File: src/rtl/dtm_pkg.sv
package dtm_pkg;
  typedef enum logic [2:0] {
    ST_IDLE   = 3'd0,
    ST_SETTLE = 3'd1,
    ST_CAL    = 3'd2,
    ST_DELAY  = 3'd3,
    ST_COUNT  = 3'd4
  } dtm_state_e;
endpackage

File: src/rtl/dtm_sync.sv
module dtm_sync #(
  parameter int STAGES = 2
) (
  input  logic clk,
  input  logic rst_n,
  input  logic d_i,
  output logic q_o
);
  logic [STAGES-1:0] chain_q;

  generate
    for (genvar g = 0; g < STAGES; g++) begin : g_stage
      if (g == 0) begin : g_first
        always_ff @(posedge clk or negedge rst_n) begin
          if (!rst_n) chain_q[0] <= 1'b0;
          else        chain_q[0] <= d_i;
        end
      end else begin : g_next
        always_ff @(posedge clk or negedge rst_n) begin
          if (!rst_n) chain_q[g] <= 1'b0;
          else        chain_q[g] <= chain_q[g-1];
        end
      end
    end
  endgenerate

  assign q_o = chain_q[STAGES-1];
endmodule

File: src/rtl/dtm_seq.sv
module dtm_seq
  import dtm_pkg::*;
#(
  parameter int DLY_W = 8
) (
  input  logic             clk,
  input  logic             rst_n,
  input  logic             start_i,
  input  logic             cmp_s_i,
  input  logic             ovf_hit_i,
  input  logic [DLY_W-1:0] pause_i,
  input  logic [DLY_W-1:0] stab_i,
  input  logic [DLY_W-1:0] open_dly_i,
  input  logic [DLY_W-1:0] blank_i,
  output logic             sw_open_o,
  output logic             clr_o,
  output logic             run_o,
  output logic             done_cmp_o,
  output logic             done_ovf_o
);
  localparam logic [DLY_W-1:0] ONE = DLY_W'(1);

  dtm_state_e       state_q, state_d;
  logic [DLY_W-1:0] tmr_q, tmr_d;
  logic             blank;

  assign run_o      = (state_q == ST_COUNT);
  assign blank      = (tmr_q != '0);
  assign done_cmp_o = run_o && !blank && !cmp_s_i;
  assign done_ovf_o = run_o && !done_cmp_o && ovf_hit_i;
  assign sw_open_o  = (state_q == ST_DELAY) || (state_q == ST_COUNT);

  always_comb begin
    state_d = state_q;
    tmr_d   = tmr_q;
    clr_o   = 1'b0;
    unique case (state_q)
      ST_IDLE: begin
        if (start_i) begin
          state_d = ST_SETTLE;
          tmr_d   = pause_i;
        end
      end
      ST_SETTLE: begin
        if (tmr_q == '0) begin
          state_d = ST_CAL;
          tmr_d   = stab_i;
        end else begin
          tmr_d = tmr_q - ONE;
        end
      end
      ST_CAL: begin
        if (tmr_q == '0) begin
          state_d = ST_DELAY;
          tmr_d   = open_dly_i;
        end else begin
          tmr_d = tmr_q - ONE;
        end
      end
      ST_DELAY: begin
        if (tmr_q == '0) begin
          state_d = ST_COUNT;
          tmr_d   = blank_i;
          clr_o   = 1'b1;
        end else begin
          tmr_d = tmr_q - ONE;
        end
      end
      ST_COUNT: begin
        if (blank) tmr_d = tmr_q - ONE;
        if (done_cmp_o || done_ovf_o) state_d = ST_IDLE;
      end
      default: state_d = ST_IDLE;
    endcase
  end

  always_ff @(posedge clk or negedge rst_n) begin
    if (!rst_n) begin
      state_q <= ST_IDLE;
      tmr_q   <= '0;
    end else begin
      state_q <= state_d;
      tmr_q   <= tmr_d;
    end
  end

  // the switch only opens straight out of the stabilisation phase
  a_r2_open_after_cal: assert property (@(posedge clk) disable iff (!rst_n)
    $rose(sw_open_o) |-> ($past(state_q) == ST_CAL));

  // a request seen mid-measurement never restarts the settling phase
  a_r8_no_restart: assert property (@(posedge clk) disable iff (!rst_n)
    (start_i && state_q != ST_IDLE && state_q != ST_SETTLE) |=> (state_q != ST_SETTLE));
endmodule

File: src/rtl/dtm_counter.sv
module dtm_counter #(
  parameter int CNT_W = 16
) (
  input  logic             clk,
  input  logic             rst_n,
  input  logic             clr_i,
  input  logic             run_i,
  input  logic             cnt_en_i,
  input  logic [CNT_W-1:0] limit_i,
  input  logic             done_cmp_i,
  input  logic             done_ovf_i,
  output logic             ovf_hit_o,
  output logic [CNT_W-1:0] res_o,
  output logic             ovf_o,
  output logic             valid_o
);
  localparam logic [CNT_W-1:0] ALL_ONES = {CNT_W{1'b1}};
  localparam logic [CNT_W-1:0] STEP     = CNT_W'(1);

  logic [CNT_W-1:0] cnt_q, cnt_d;
  logic [CNT_W-1:0] res_q, res_d;
  logic             ovf_q, ovf_d;
  logic             valid_q;
  logic             inc;

  assign ovf_hit_o = run_i && cnt_en_i && (cnt_q == limit_i);
  assign inc       = run_i && cnt_en_i && !ovf_hit_o && !done_cmp_i;

  always_comb begin
    cnt_d = cnt_q;
    if (clr_i)    cnt_d = '0;
    else if (inc) cnt_d = cnt_q + STEP;
  end

  always_comb begin
    res_d = res_q;
    ovf_d = ovf_q;
    if (done_cmp_i) begin
      res_d = cnt_q;
      ovf_d = 1'b0;
    end else if (done_ovf_i) begin
      res_d = ALL_ONES;
      ovf_d = 1'b1;
    end
  end

  always_ff @(posedge clk or negedge rst_n) begin
    if (!rst_n) begin
      cnt_q   <= '0;
      res_q   <= '0;
      ovf_q   <= 1'b0;
      valid_q <= 1'b0;
    end else begin
      cnt_q   <= cnt_d;
      res_q   <= res_d;
      ovf_q   <= ovf_d;
      valid_q <= done_cmp_i || done_ovf_i;
    end
  end

  assign res_o   = res_q;
  assign ovf_o   = ovf_q;
  assign valid_o = valid_q;

  // a window cycle without count enable leaves the counter unchanged
  a_r3_hold_without_enable: assert property (@(posedge clk) disable iff (!rst_n)
    (run_i && !cnt_en_i) |=> $stable(cnt_q));
endmodule

File: src/rtl/discharge_timer.sv
module discharge_timer #(
  parameter int CNT_W = 16,
  parameter int DLY_W = 8
) (
  input  logic             clk,
  input  logic             rst_n,
  input  logic             start_i,
  input  logic             cmp_i,
  input  logic             cnt_en_i,
  input  logic [CNT_W-1:0] ovf_limit_i,
  input  logic [DLY_W-1:0] pause_cyc_i,
  input  logic [DLY_W-1:0] stab_cyc_i,
  input  logic [DLY_W-1:0] open_dly_i,
  input  logic [DLY_W-1:0] blank_cyc_i,
  output logic             sw_open_o,
  output logic [CNT_W-1:0] count_o,
  output logic             valid_o,
  output logic             ovf_o
);
  localparam int SYNC_STAGES = 2;

  logic cmp_s;
  logic clr, run, done_cmp, done_ovf, ovf_hit;

  dtm_sync #(.STAGES(SYNC_STAGES)) u_sync (
    .clk   (clk),
    .rst_n (rst_n),
    .d_i   (cmp_i),
    .q_o   (cmp_s)
  );

  dtm_seq #(.DLY_W(DLY_W)) u_seq (
    .clk        (clk),
    .rst_n      (rst_n),
    .start_i    (start_i),
    .cmp_s_i    (cmp_s),
    .ovf_hit_i  (ovf_hit),
    .pause_i    (pause_cyc_i),
    .stab_i     (stab_cyc_i),
    .open_dly_i (open_dly_i),
    .blank_i    (blank_cyc_i),
    .sw_open_o  (sw_open_o),
    .clr_o      (clr),
    .run_o      (run),
    .done_cmp_o (done_cmp),
    .done_ovf_o (done_ovf)
  );

  dtm_counter #(.CNT_W(CNT_W)) u_cnt (
    .clk        (clk),
    .rst_n      (rst_n),
    .clr_i      (clr),
    .run_i      (run),
    .cnt_en_i   (cnt_en_i),
    .limit_i    (ovf_limit_i),
    .done_cmp_i (done_cmp),
    .done_ovf_i (done_ovf),
    .ovf_hit_o  (ovf_hit),
    .res_o      (count_o),
    .ovf_o      (ovf_o),
    .valid_o    (valid_o)
  );

  // strobe lasts one cycle
  a_r7_single_pulse: assert property (@(posedge clk) disable iff (!rst_n)
    valid_o |=> !valid_o);

  // switch is closed whenever a result is announced
  a_r7_closed_on_valid: assert property (@(posedge clk) disable iff (!rst_n)
    valid_o |-> !sw_open_o);

  // result register holds between strobes
  a_r7_result_hold: assert property (@(posedge clk) disable iff (!rst_n)
    !valid_o |-> ($stable(count_o) && $stable(ovf_o)));

  // an overflow result always carries the all-ones code
  a_r6_ovf_all_ones: assert property (@(posedge clk) disable iff (!rst_n)
    (valid_o && ovf_o) |-> (count_o == {CNT_W{1'b1}}));
endmodule

File: config.mk
export PLATFORM = sky130hd
export DESIGN_NAME = discharge_timer
export DESIGN_NICKNAME = d
export VERILOG_FILES = /design/src/rtl/dtm_pkg.sv /design/src/rtl/dtm_sync.sv /design/src/rtl/dtm_seq.sv /design/src/rtl/dtm_counter.sv /design/src/rtl/discharge_timer.sv
export SDC_FILE = /design/constraint.sdc
export NUM_CORES = 1
export LEC_CHECK = 0
export BUFFER_PORTS_ARGS = -buffer_cell sky130_fd_sc_hd__buf_2
export CORE_ASPECT_RATIO = 1.1
export CORE_MARGIN = 4
export CORE_UTILIZATION = 58
export CTS_BUF_LIST = sky130_fd_sc_hd__clkbuf_16
export DETAILED_ROUTE_END_ITERATION = 10
export PLACE_DENSITY = 0.86
export SYNTH_ARGS = -nofsm -noshare
export SYNTH_HDL_FRONTEND = slang
export SYNTH_SLANG_ARGS = --single-unit
File: constraint.sdc
create_clock -name clk -period 5.1 [get_ports clk]
set_clock_uncertainty 0.05 [all_clocks]
set_input_delay 0.255 -clock clk [delete_from_list [all_inputs] [get_ports clk]]
set_output_delay 0.255 -clock clk [all_outputs]
set_load 0.1 [all_outputs]
# Word-level counts from Yosys, hierarchy flattened
# Index checks and enable logic that the tools add are counted.
op_classes:
  mux: 20
  eq_ne: 11
  reduce_logical: 22
  add_sub_neg: 2
ops:
  columns: ["cell", "count"]
  rows:
  - ["two-way mux 16 bit", 4]
  - ["two-way mux 8 bit", 5]
  - ["one-hot mux 8 bit (5 select lines)", 1]
  - ["adder 16 x 1 -> 16 bit, second input constant", 1]
  - ["equality test 16 bit", 1]
  - ["two-way mux 3 bit", 5]
  - ["one-hot mux 3 bit (5 select lines)", 1]
  - ["logical AND 1 bit", 8]
  - ["logical NOT 8 bit", 1]
  - ["!= test 2 bit, second input constant", 4]
  - ["nonzero test 8 bit", 1]
  - ["subtractor 8 x 1 -> 8 bit, second input constant", 1]
  - ["equality test 3 x 2 -> 1 bit, second input constant", 2]
  - ["AND reduction 5 bit", 1]
  - ["nonzero test 5 bit", 1]
  - ["logical NOT 1 bit", 4]
  - ["two-way mux 1 bit", 4]
  - ["!= test 2 x 1 -> 1 bit, second input constant", 2]
  - ["nonzero test 2 bit", 2]
  - ["equality test 3 x 1 -> 1 bit, second input constant", 1]
  - ["equality test 3 bit, second input constant", 1]
  - ["logical NOT 3 bit", 1]
  - ["AND reduction 3 bit", 1]
  - ["logical OR 1 bit", 2]
totals:
  inputBits: 53
  elab_cells: 63
  output_inout_bits: 19
  regBits: 47

# Logic depth before layout (Yosys ltp)
# Gate-level depths: netlist of the first run.
depth:
  word_depth: 10
  depth_mapped: 11
  mapped_depth_nobuf: 7

# Modules after synthesis
# A second synthesis of the first run with hierarchy kept.
unflattened:
  hier_cells: 340
  hier_area_um2: 3014.1
by_module_without_submodules:
  columns: ["module", "area_each_um2", "instances", "seq_area_each_um2", "cells_each"]
  rows:
  - ["dtm_counter", 1865.5, 1, 850.8, 198]
  - ["dtm_seq", 1098.6, 1, 275.3, 140]
  - ["dtm_sync", 50.0, 1, 50.0, 2]

# Least setup slack after synthesis of the first run
# Ideal clock, no wire load.
synth_timing:
  path_kind: "register to register"
  from: "reg u_seq.tmr_q[0]"
  to: "reg u_cnt.res_q[11] (netlist: u_cnt.res_o[11])"
  synth_period_minus_slack_ns: 2.422
  t_arrival_ns: 2.251
  t_required_ns: 4.929
  path_buffers: 4
  path_stages_with_launch: 11
  setup_ns: 0.121
  setup_slack_ns: 2.678
  path_cell_list: "dfrtp_1 inv_1 ha_1 or3b_2 clkbuf_1 or2_1 buf_6 or3_1 buf_6 buf_8 o22a_1"
synth_via:
  elab_chain_len: 8
  elab_cells_between_ends: 9
  cone_classes: "1 x mux; 8 x reduce/logical"
synth_lines:
  columns: ["item", "line", "text"]
  rows:
  - ["from (decl)", "dtm_seq.sv:24", "logic [DLY_W-1:0] tmr_q, tmr_d;"]
  - ["from (signal assigned)", "dtm_seq.sv:83", "tmr_q <= tmr_d;"]
  - ["nonzero test 8 bit *", "dtm_seq.sv:28", "assign blank = (tmr_q != '0);"]
  - ["logical NOT 1 bit *", "dtm_seq.sv:29", "assign done_cmp_o = run_o && !blank && !cmp_s_i;"]
  - ["logical AND 1 bit * (2 in a row)", "dtm_seq.sv:29", null]
  - ["logical NOT 1 bit", "dtm_seq.sv:30", "assign done_ovf_o = run_o && !done_cmp_o && ovf_hit_i;"]
  - ["logical AND 1 bit (2 in a row)", "dtm_seq.sv:30", null]
  - ["nonzero test 2 bit (no source line)", null, null]
  - ["to (signal assigned)", "dtm_counter.sv:55", "res_q <= res_d;"]
  - ["to (decl)", "dtm_counter.sv:21", "logic [CNT_W-1:0] res_q, res_d;"]
# Mark *: on every way between the ends. The rest lies on a longest branch, timed or not.
# A chain may end at the register's enable or synchronous reset.

# Worst setup path after layout of the first run
layout_timing:
  from: "reg u_seq.state_q[1]"
  to: "reg u_seq.tmr_q[5]"
layout_via:
  elab_chain_len: 3
  elab_cells_between_ends: 10
  cone_classes: "6 x eq/ne; 1 x mux; 3 x reduce/logical"
layout_lines:
  columns: ["item", "line", "text"]
  rows:
  - ["from (decl)", "dtm_seq.sv:23", "dtm_state_e state_q, state_d;"]
  - ["from (signal assigned)", "dtm_seq.sv:82", "state_q <= state_d;"]
  - ["equality test 3 x 1 -> 1 bit (tied with other cells)", "dtm_seq.sv:37", "unique case (state_q)"]
  - ["nonzero test 5 bit (no source line) / != test 2 bit (equally long branches)", null, null]
  - ["AND reduction 3 bit (no source line)", null, null]
# Parallel ways exist; a longest one is shown, timed or not.

==> key figures, run 1 <==
Critical path
  – Worst EP arrival: 3.23 ns
  – Startpoint types: flop
  – Worst Setup End Kind: flop
  – Worst R2R Path Depth: 5
  – Kind of cell adding the most delay to the critical path: simple AND/OR/NAND/NOR gates
  – Critical Path Max Stage Delay: 0.85 ns
  – Worst r2r dst: u_seq.tmr_q[5]$_DFFE_PN0P_
  – Flop2flop setup slack: 2.00 ns
  – Crit Reg-Reg Startpoint: u_seq.state_q[1]$_DFFE_PN0P_
  – Slowest CP cell: nor2_1
  – Crit path required time: 5.23 ns
  – CP Class: reg2reg
  – Critical path buffer and inverter count: 0
  – Cell Chain, Critical Path: nor2_1 -> nand2_1 -> o22ai_1 -> nor2b_1 -> a311o_1
  – Largest fanout on the critical path: 20

Global route
  – First-pass GRT wire length: 12,400 um
  – Met2 global-route usage: 39.3%
  – GR peak layer: met2
  – Global Route Usage Sum: 23.6%
  – Met1 usage: 30.9%
  – Initial antenna violation count: 0
  – Vias in the first global route: 2,625
  – Largest net degree at the start of global routing: 48
  – M3 GR Usage: 3.90%
  – Gr ovfl total: 0

Yosys
  – Top cells by count, synth: dfrtp_1, nand2_1, o22a_1
  – FFs w/ async S/R, synth: 100%
  – Mapped Area: 2970 um^2
  – Avg Inst Size Synth: 9.36 um^2
  – Synth area leaders: dfrtp_1, o22a_1, xnor2_1
  – Area fraction of the dominant cell type after synthesis: 39.6%
  – Synth Register Bits: 47
  – Synth Warn #: 0
  – EDFF count, synth: 0
  – Synth Flop Type: dfrtp_1
  – Post-synth cell types: 56
  – Most frequent cell after synthesis: dfrtp_1
  – Seq/Total Area, Yosys: 39.6%
  – Synthesized instance count: 317
  – Syn nets: 373
  – Largest area contributor in the netlist: dfrtp_1

Final layout
  – Final net count: 426
  – Post-layout util: 68.9%
  – Filler cells: 405
  – Layout cell share with drive strength beyond 1: 24.3%
  – Sequential Area: 1180 um^2
  – P&R area growth vs syn: 15.4%
  – Footprint of the multi-input gates: 1630 um^2
  – Diode count: 0

Timing
  – Final Cycle Share: 60.8%
  – Slew Viols, Final: 0
  – Setup slack after layout: 2.00 ns
  – Final Hold Viols: 0
  – Unrepaired setup endpoints after global routing: no
  – Fin crit period: 3.10 ns
  – Worst slew margin: 28.1%
  – FMAX: 0.322 GHz
  – Final TNS setup: 0 ns
  – Final setup vio count: 0
  – Tightest Pin Transition: 1.08 ns

Pwr
  – Leakage: 1.59 nW
  – PD cells: 396 nW/um^2
  – Net Switching: 512 uW
  – Switching Fraction: 37.8%
  – Gate power share: 38.4%
  – Pint: 842 uW
  – Max VDD drop: 0.234 mV
  – Seq pwr share: 37.0%
  – Clock power share: 24.6%

Floorplan
  – FP Rows: 27
  – Die Y: 83.0 um
  – I/O pins: 72
  – Core ar.: 4970 um^2
  – Initial core utilization: 59.7%
  – Die Width: 76.2 um
  – Die ar.: 6320 um^2

Job
  – Max-Cap Viols: 0

Clocking
  – TritonCTS clock tree: yes
  – CTS resizes: 0
  – TritonCTS Buffers: 5
  – Clock buffer depth: 2
  – Worst-Skew Late Latency: 0.29 ns
  – Root Buffer: clkbuf_16
  – H-tree Lvls: 2
  – Post-CTS Hold Fix Bufs: 0
  – Reg clk slew, reported paths: 0.07 ns
  – Clock sink count: 47
  – Setup Fix Bufs, Post-CTS: 0

Placed design
  – GP Congestion: 0.905
  – Dpl ws: 2.08 ns
  – Hpwl dp: 5280 um
  – I/O Buffers: 71

Routing
  – Total wire length: 7630 um
  – Iteration-0 DRC Markers: 233
  – Vias post-DR: 2,745
  – DR pass1 iterations: 5
  – WL per Instance: 17.8 um
  – DRC viols: 0
  – Vias/cell: 6.40
  – Post-route ant nets: 0

Min path
  – HP Class: in2reg
  – Min-delay src: cmp_i
  – Hold Path Stages: 1
  – Worst hold endpoint: u_sync.chain_q[0]$_DFF_PN0_

Outcome
  – Status: complete, no violations
[worst max path at each step]
stage / start / end / slack [ns] / cells after the start
global placement: u_seq.state_q[1]$_DFFE_PN0P_ / u_seq.tmr_q[5]$_DFFE_PN0P_ / 2.20 / 5
detailed placement: u_seq.state_q[1]$_DFFE_PN0P_ / u_seq.tmr_q[5]$_DFFE_PN0P_ / 2.08 / 5
floorplan: u_seq.tmr_q[0]$_DFFE_PN0P_ / u_cnt.res_o[11]$_DFFE_PN0P_ / 2.68 / 10
finish: u_seq.state_q[1]$_DFFE_PN0P_ / u_seq.tmr_q[5]$_DFFE_PN0P_ / 2.00 / 5
CTS: u_seq.state_q[1]$_DFFE_PN0P_ / u_seq.tmr_q[5]$_DFFE_PN0P_ / 2.04 / 5
global route: u_seq.state_q[1]$_DFFE_PN0P_ / u_seq.tmr_q[5]$_DFFE_PN0P_ / 1.74 / 5
[final cells by class]
| type | instances | share of cell area (%) |
|---|---|---|
| Tap cell | 58 | 2.12 |
| Clock inverter | 3 | 0.658 |
| Clock buffer | 5 | 3.66 |
| Multi-Input combinational cell | 237 | 47.7 |
| Inverter | 6 | 0.658 |
| Sequential cell | 47 | 34.4 |
| Timing Repair Buffer | 73 | 10.8 |
[cells by family after synthesis]
kind of cell,synth area share [%]
xor+xnor,6.49
mux,5.90
fa+ha+maj,1.27
compound gates,21.6
flops,39.6
buf+inv,5.61
simple gates,19.5
[state kept, by name (all words and copies together), names as in the netlist]
register and cells:
u_cnt.cnt_q 16, u_cnt.res_o 16, u_seq.tmr_q 8, u_seq.state_q 3
u_cnt.ovf_o 1, u_cnt.valid_o 1, u_sync.chain_q 1, u_sync.q_o 1
[cells in the final DEF (no fill, tap or decap), types with 2 or more instances in the layout]
cell type / instances
o31ai_1: 2
nor3b_1: 3
o22a_1: 19
mux2_2: 4
a31oi_1: 7
nand3_1: 8
nor3_1: 7
clkbuf_16: 5
a21oi_1: 13
mux2i_1: 13
a22oi_1: 2
nand2b_1: 4
or3_1: 2
o211ai_1: 9
and2_1: 3
or4_1: 8
buf_2: 71
nand2_1: 26
inv_1: 6
nor4bb_1: 2
nor2_1: 16
o31a_1: 3
dfrtp_1: 47
o22ai_1: 2
buf_4: 2
a311o_1: 3
nand3b_1: 2
o21a_1: 2
xnor2_1: 18
a21o_1: 2
nor2b_1: 3
ha_1: 3
xor2_1: 4
nand4_1: 11
a2bb2oi_1: 3
o21ai_0: 14
a211oi_1: 2
nor4_1: 2
[through the flow]
| step | power (mW) | std cells | area [um^2] | hold WS (ns) |
|---|---|---|---|---|
| 2_1_floorplan | 0.901 | 317 | 2970 | -0.0906 |
| 3_3_place_gp | 0.989 | 421 | 3270 | 0.285 |
| 3_5_place_dp | 1.01 | 421 | 3270 | 0.293 |
| 4_1_cts | 1.35 | 429 | 3420 | 0.0131 |
| 5_1_grt | 1.43 | 429 | 3420 | 0.0125 |
| 6_report | 1.35 | 429 | 3420 | 0.0144 |
[worst reg2reg max path, stage by stage, from the launching register on]
cell,delay [ns]
dfrtp_1,0.61
nor2_1,0.85
nand2_1,0.36
o22ai_1,0.66
nor2b_1,0.11
a311o_1,0.33
[layer usage]
metal	vias up	wire length [um]
met1	1321	3100
met2	120	3850
met3	19	555
li1	1285	-
met5	-	0
met4	0	120
[power by group through the flow]
| stage | Clock (mW) | Combinational [mW] | Sequential (mW) |
|---|---|---|---|
| final | 0.333 | 0.519 | 0.502 |
| after global routing | 0.355 | 0.564 | 0.508 |
| after CTS | 0.335 | 0.512 | 0.498 |
| after detailed placement | 0 | 0.509 | 0.504 |
| after global placement | 0 | 0.488 | 0.501 |
| after floorplan | 0 | 0.440 | 0.462 |
Power figures use the tool's default switching activity.
==> run 2, diff against run 1 <==
--- a/config.mk
+++ b/config.mk
@@ -8,10 +8,10 @@
 export BUFFER_PORTS_ARGS = -buffer_cell sky130_fd_sc_hd__buf_2
 export CORE_ASPECT_RATIO = 1.1
 export CORE_MARGIN = 4
-export CORE_UTILIZATION = 58
+export CORE_UTILIZATION = 54
 export CTS_BUF_LIST = sky130_fd_sc_hd__clkbuf_16
 export DETAILED_ROUTE_END_ITERATION = 10
-export PLACE_DENSITY = 0.86
+export PLACE_DENSITY = 0.8
 export SYNTH_ARGS = -nofsm -noshare
 export SYNTH_HDL_FRONTEND = slang
 export SYNTH_SLANG_ARGS = --single-unit
==> constraint.sdc (replaced) <==
create_clock -name clk -period 2.86 [get_ports clk]
set_clock_uncertainty 0.05 [all_clocks]
set_input_delay 0.143 -clock clk [delete_from_list [all_inputs] [get_ports clk]]
set_output_delay 0.143 -clock clk [all_outputs]
set_load 0.1 [all_outputs]
==> key figures, run 2 (synthesized netlist as in run 1, its figures left out) <==
Pwr
  – PD cells: 690 nW/um^2 (+74%)
  – Leakage: 1.63 nW (+2.0%)
  – Design Power: 2.41 mW (+78%)
  – Max VDD drop: 0.419 mV (+79%)

Routing
  – Post-route ant nets: 0 (unchanged)
  – DR pass1 iterations: 4 (-1)
  – Total wire length: 7120 um (-6.6%)
  – DRC viols: 0 (unchanged)
  – Iteration-0 DRC Markers: 199 (-15%)
  – Vias post-DR: 2,647 (-3.6%)
  – WL per Instance: 15.7 um (-12%)
  – Vias/cell: 5.84 (-8.7%)

Floorplan
  – Die ar.: 6740 um^2 (+6.6%)
  – Die Width: 78.7 um (+3.3%)
  – I/O pins: 72 (unchanged)
  – Die Y: 85.7 um (+3.3%)
  – Core ar.: 5360 um^2 (+7.9%)
  – Initial core utilization: 55.3% (-4.4 points)
  – FP Rows: 28 (+3.7%)

Clocking
  – Worst-Skew Late Latency: 0.29 ns (about the same)
  – TritonCTS Buffers: 5 (unchanged)
  – Clock buffer depth: 2 (unchanged)
  – Setup Fix Bufs, Post-CTS: 0 (unchanged)
  – H-tree Lvls: 2 (unchanged)
  – Clock sink count: 47 (unchanged)
  – Post-CTS Hold Fix Bufs: 1 (+1)
  – TritonCTS clock tree: yes
  – Root Buffer: clkbuf_16
  – Reg clk slew, reported paths: 0.07 ns (about the same)
  – CTS resizes: 0 (unchanged)

Global route
  – Gr ovfl total: 0 (unchanged)
  – Initial antenna violation count: 0 (unchanged)
  – Vias in the first global route: 2,611 (-0.53%)
  – Met2 global-route usage: 38.1% (-1.3 points)
  – M3 GR Usage: 4.52% (+0.61 points)
  – First-pass GRT wire length: 12,300 um (-0.28%)
  – GR peak layer: met2
  – Global Route Usage Sum: 22.9% (-0.63 points)
  – Largest net degree at the start of global routing: 48 (unchanged)
  – Met1 usage: 30.3% (-0.65 points)

Final layout
  – Filler cells: 432 (+6.7%)
  – Commonest non-fill, non-tap cells in the layout: buf_2, dfrtp_1, nand2_1
  – Layout cell share with drive strength beyond 1: 25.1% (+0.87 points)
  – Final net count: 433 (+1.6%)
  – Diode count: 0 (unchanged)
  – P&R area growth vs syn: 17.8%
  – Post-layout util: 65.2% (-3.7 points)
  – Commonest non-fill, non-tap cell in the layout: buf_2

Timing
  – Slew Viols, Final: 0 (unchanged)
  – Final setup vio count: 0 (unchanged)
  – FMAX: 0.389 GHz (+21%)
  – Unrepaired setup endpoints after global routing: no
  – Final Hold Viols: 6 (+6)
  – Tightest Pin Transition: 1.03 ns (-0.0443 ns)
  – Final hold slack: -0.0104 ns (-0.0248 ns)
  – Final Cycle Share: 90.0% (+29 points)
  – Fin crit period: 2.57 ns (-0.530 ns)
  – Worst slew margin: 31.0% (+3.0 points)
  – Final TNS setup: 0 ns (unchanged)

Critical path
  – Worst R2R Path Depth: 6 (+1)
  – Cell Chain, Critical Path: inv_1 -> ha_1 -> or3b_2 -> or2_1 -> or3_1 -> o22a_1
  – Crit path required time: 2.98 ns (-2.25 ns)
  – Startpoint types: flop
  – Critical Path Max Stage Delay: 0.62 ns (-0.23 ns)
  – Crit Reg-Reg Startpoint: u_seq.tmr_q[0]$_DFFE_PN0P_
  – Slowest CP cell: or3_1
  – Worst EP arrival: 2.69 ns (-0.54 ns)
  – CP Class: reg2reg
  – Largest fanout on the critical path: 16 (-20%)
  – Flop2flop setup slack: 0.29 ns (-1.71 ns)
  – Worst Setup End Kind: flop
  – Worst r2r dst: u_cnt.res_o[14]$_DFFE_PN0P_

Placed design
  – I/O Buffers: 71 (unchanged)
  – GP Congestion: 0.871 (-3.8%)
  – Hpwl dp: 5140 um (-2.7%)

Outcome
  – Status: complete, but fails checks
  – Failing checks: negative hold slack

Min path
  – HP Class: in2async

Job
  – Max-Cap Viols: 0 (unchanged)
-- run 2: worst max path at each step --
stage	start	to	depth (start not counted)
floorplan	u_seq.tmr_q[0]$_DFFE_PN0P_	u_cnt.res_o[11]$_DFFE_PN0P_	10
global placement	u_seq.tmr_q[0]$_DFFE_PN0P_	u_cnt.res_o[13]$_DFFE_PN0P_	6
detailed placement	u_seq.tmr_q[0]$_DFFE_PN0P_	u_cnt.res_o[12]$_DFFE_PN0P_	6
CTS	u_seq.tmr_q[0]$_DFFE_PN0P_	u_cnt.res_o[14]$_DFFE_PN0P_	6
global route	u_seq.tmr_q[0]$_DFFE_PN0P_	u_cnt.res_o[14]$_DFFE_PN0P_	7
finish	u_seq.tmr_q[0]$_DFFE_PN0P_	u_cnt.res_o[14]$_DFFE_PN0P_	6
-- run 2: metrics by stage --
step | cell area, um^2 | hold WS, ns | instances | setup WS (ns)
floorplan | 2970 | -0.203 | 317 | 0.438
global placement | 3340 | 0.201 | 444 | 0.403
detailed placement | 3340 | 0.203 | 444 | 0.322
CTS | 3500 | 0.0335 | 453 | 0.302
global route | 3500 | 0.0978 | 453 | 0.149
finish | 3500 | -0.0104 | 453 | 0.287
-- run 2: cell type report --
class                      instances  area, um^2  share of cell area [%]
timing repair buffer              80         425                    12.2
multi-input combinational        237        1630                    46.7
tap                               75        93.8                    2.68
inverter                           6        22.5                   0.644
sequential                        47        1180                    33.6
clock buffer                       5         125                    3.58
clock inverter                     3        20.0                   0.573
-- run 2: power by group --
part | internal [mW] | switching [mW] | leakage, nW | total [mW]
clock network | 0.324 | 0.249 | 0.0716 | 0.573
registers | 0.758 | 0.111 | 0.592 | 0.869
logic | 0.440 | 0.530 | 0.963 | 0.971
total | 1.52 | 0.891 | 1.63 | 2.41
-- run 2: worst max-delay path: cells and delay by family (launching register included) --
family,cells,cell delay (ns)
adder cells (fa/ha/maj),1,0.14
AO/OA/AOI/OAI,1,0.28
AND/OR/NAND/NOR,3,1.45
buffers and inverters,1,0.11
flip-flops,1,0.42
-- run 2: metal layers --
layer	part of all wire, %	up-vias
met3	6.0	12
met5	0	-
met2	49	91
li1	-	1298
met4	1.5	0
met1	43	1246
==> run 3, diff against run 2 <==
--- a/config.mk
+++ b/config.mk
@@ -14,4 +14,5 @@
 export PLACE_DENSITY = 0.8
 export SYNTH_ARGS = -nofsm -noshare
 export SYNTH_HDL_FRONTEND = slang
+export SYNTH_HIERARCHICAL = 1
 export SYNTH_SLANG_ARGS = --single-unit
==> key figures, run 3 <==
Clocking
  – Clock buffer depth: 2 (unchanged)
  – TritonCTS Buffers: 5 (unchanged)
  – Worst-Skew Late Latency: 0.29 ns (about the same)
  – Setup Fix Bufs, Post-CTS: 0 (unchanged)
  – Root Buffer: clkbuf_16
  – Reg clk slew, reported paths: 0.07 ns (about the same)
  – H-tree Lvls: 2 (unchanged)
  – TritonCTS clock tree: yes
  – Clock sink count: 47 (unchanged)
  – CTS resizes: 0 (unchanged)

Yosys
  – Synth area leaders: dfrtp_1, nor2_1, xnor2_1
  – Area fraction of the dominant cell type after synthesis: 39.0% (-0.63 points)
  – FFs w/ async S/R, synth: 100% (unchanged)
  – Post-synth cell types: 57 (+1.8%)
  – Synthesized instance count: 340 (+7.3%)
  – Syn nets: 396 (+6.2%)
  – EDFF count, synth: 0 (unchanged)
  – Mapped Area: 3010 um^2 (+1.6%)
  – Largest area contributor in the netlist: dfrtp_1
  – Synth Flop Type: dfrtp_1
  – Most frequent cell after synthesis: dfrtp_1
  – Top cells by count, synth: dfrtp_1, nor2_1, nand2_1
  – Synth Register Bits: 47 (unchanged)
  – Avg Inst Size Synth: 8.87 um^2 (-5.3%)
  – Synth Warn #: 6 (+6)
  – Seq/Total Area, Yosys: 39.0% (-0.63 points)

Global route
  – Gr ovfl total: 0 (unchanged)
  – Met1 usage: 32.8% (+2.5 points)
  – Global Route Usage Sum: 23.2% (+0.29 points)
  – Initial antenna violation count: 0 (unchanged)
  – Vias in the first global route: 2,678 (+2.6%)
  – Met2 global-route usage: 36.3% (-1.8 points)
  – M3 GR Usage: 4.05% (-0.46 points)
  – Largest net degree at the start of global routing: 48 (unchanged)
  – GR peak layer: met2
  – First-pass GRT wire length: 12,700 um (+2.7%)

Timing
  – Fin crit period: 2.46 ns (-0.112 ns)
  – Final TNS setup: 0 ns (unchanged)
  – Final setup vio count: 0 (unchanged)
  – Slew Viols, Final: 0 (unchanged)
  – Final Cycle Share: 86.0% (-3.9 points)
  – Setup slack after layout: 0.400 ns (+0.112 ns)
  – Worst slew margin: 29.2% (-1.8 points)
  – Final hold slack: -0.0185 ns (-0.00815 ns)
  – Tightest Pin Transition: 1.06 ns (+0.0266 ns)
  – FMAX: 0.406 GHz (+4.6%)
  – Final Hold Viols: 7 (+1)
  – Unrepaired setup endpoints after global routing: no

Placed design
  – Placed cell count: 468 (+5.4%)
  – I/O Buffers: 71 (unchanged)
  – GP Congestion: 0.952 (+9.3%)
  – Dpl cell area: 3380 um^2 (+1.3%)
  – Dpl ws: 0.437 ns (+0.115 ns)
  – Hpwl dp: 5570 um (+8.5%)

Outcome
  – Failing checks: negative hold slack
  – Status: complete, but fails checks

Floorplan
  – Die Y: 86.4 um (+0.72%)
  – Die ar.: 6840 um^2 (+1.4%)
  – FP Rows: 28 (unchanged)
  – I/O pins: 72 (unchanged)
  – Core ar.: 5400 um^2 (+0.65%)
  – Initial core utilization: 55.9% (+0.52 points)
  – Die Width: 79.2 um (+0.72%)

Final layout
  – Post-layout util: 65.7% (+0.50 points)
  – Commonest non-fill, non-tap cells in the layout: buf_2, dfrtp_1, nor2_1
  – Commonest non-fill, non-tap cell in the layout: buf_2
  – Layout cell share with drive strength beyond 1: 26.4% (+1.2 points)
  – Final instance area: 3550 um^2 (+1.4%)
  – P&R area growth vs syn: 17.6%
  – Post-Layout Cell Count: 477 (+5.3%)
  – Diode count: 0 (unchanged)
  – Final net count: 457 (+5.5%)

Routing
  – DRC viols: 0 (unchanged)
  – WL per Instance: 15.9 um (+0.86%)
  – Post-route ant nets: 0 (unchanged)
  – Vias/cell: 5.90 (+1.0%)
  – DR pass1 iterations: 5 (+1)
  – Iteration-0 DRC Markers: 268 (+35%)
  – Total wire length: 7570 um (+6.2%)
  – Vias post-DR: 2,816 (+6.4%)

Critical path
  – Worst R2R Path Depth: 9 (+3)
  – Crit path required time: 3.02 ns (+0.04 ns)
  – Worst Setup End Kind: flop
  – Crit Reg-Reg Startpoint: u_seq/tmr_q[0]$_DFFE_PN0P_
  – Worst r2r dst: u_cnt/cnt_q[11]$_DFFE_PN0P_
  – Largest fanout on the critical path: 12 (-4)
  – Worst EP arrival: 2.62 ns (-0.07 ns)
  – CP Class: reg2reg
  – Startpoint types: flop
  – Crit. Startpoint: u_seq/tmr_q[0]$_DFFE_PN0P_
  – Worst Setup EP: u_cnt/cnt_q[11]$_DFFE_PN0P_
  – Flop2flop setup slack: 0.40 ns (+0.11 ns)

Pwr
  – Leakage: 1.46 nW (-11%)
  – PD cells: 710 nW/um^2 (+2.9%)
  – Design Power: 2.52 mW (+4.4%)
  – Max VDD drop: 0.450 mV (+7.4%)

Min path
  – HP Class: in2async

Job
  – Max-Cap Viols: 0 (unchanged)
==> run 3: kinds of logic after synthesis <==
logic type      Yosys count  synth area share (%)
compound gates           87                  18.3
xor+xnor                 18                  5.48
fa+ha+maj                 3                  1.25
buf+inv                  33                  5.69
flops                    47                  39.0
mux                      13                  4.94
simple gates            139                  25.3
==> run 3: final cells by class <==
type                            count  area [um^2]
Clock inverter                      3         27.5
Sequential cell                    47         1180
Clock buffer                        5          125
Fill cell                         476         1850
Multi-Input combinational cell    260         1670
Inverter                            7         26.3
Timing Repair Buffer               80          425
Tap cell                           75         93.8
==> run 3: repair_timing <==
item / CTS / global route
hold buffers: 1 / 0
setup endpoints to repair: 0 / 0
hold endpoints to repair: 1 / 0
==> run 3: critical path, cell delays in order, from the launching register on <==
cell and delay [ns]:
dfrtp_1 0.47, inv_1 0.10, ha_1 0.24, nor3b_1 0.16
nand2_1 0.12, nor3_2 0.06, or2_1 0.36, nand2b_4 0.24
or4_1 0.41, a21oi_1 0.18
==> run 3: worst min-delay path by stage <==
| stage | slack [ns] | depth (start not counted) | to | from |
|---|---|---|---|---|
| after floorplan | -0.20 | 0 | u_cnt/cnt_q[0]$_DFFE_PN0P_ | rst_n |
| after global placement | 0.20 | 1 | u_sync/chain_q[0]$_DFF_PN0_ | cmp_i |
| after detailed placement | 0.20 | 1 | u_sync/chain_q[0]$_DFF_PN0_ | cmp_i |
| after CTS | 0.03 | 1 | u_cnt/res_o[13]$_DFFE_PN0P_ | rst_n |
| after global routing | 0.07 | 1 | u_cnt/cnt_q[13]$_DFFE_PN0P_ | rst_n |
| final | -0.02 | 1 | u_cnt/cnt_q[13]$_DFFE_PN0P_ | rst_n |
==> run 3: where the power goes <==
| group | switching, mW | internal, mW |
|---|---|---|
| sequential | 0.189 | 0.786 |
| clock | 0.268 | 0.333 |
| combinational | 0.600 | 0.343 |
| total | 1.06 | 1.46 |
==> run 3: per-layer routing <==
metal	share of wire, %	routed length (um)
met1	43	3250
met2	47	3590
met3	7.8	593
met4	1.7	127
met5	0	0
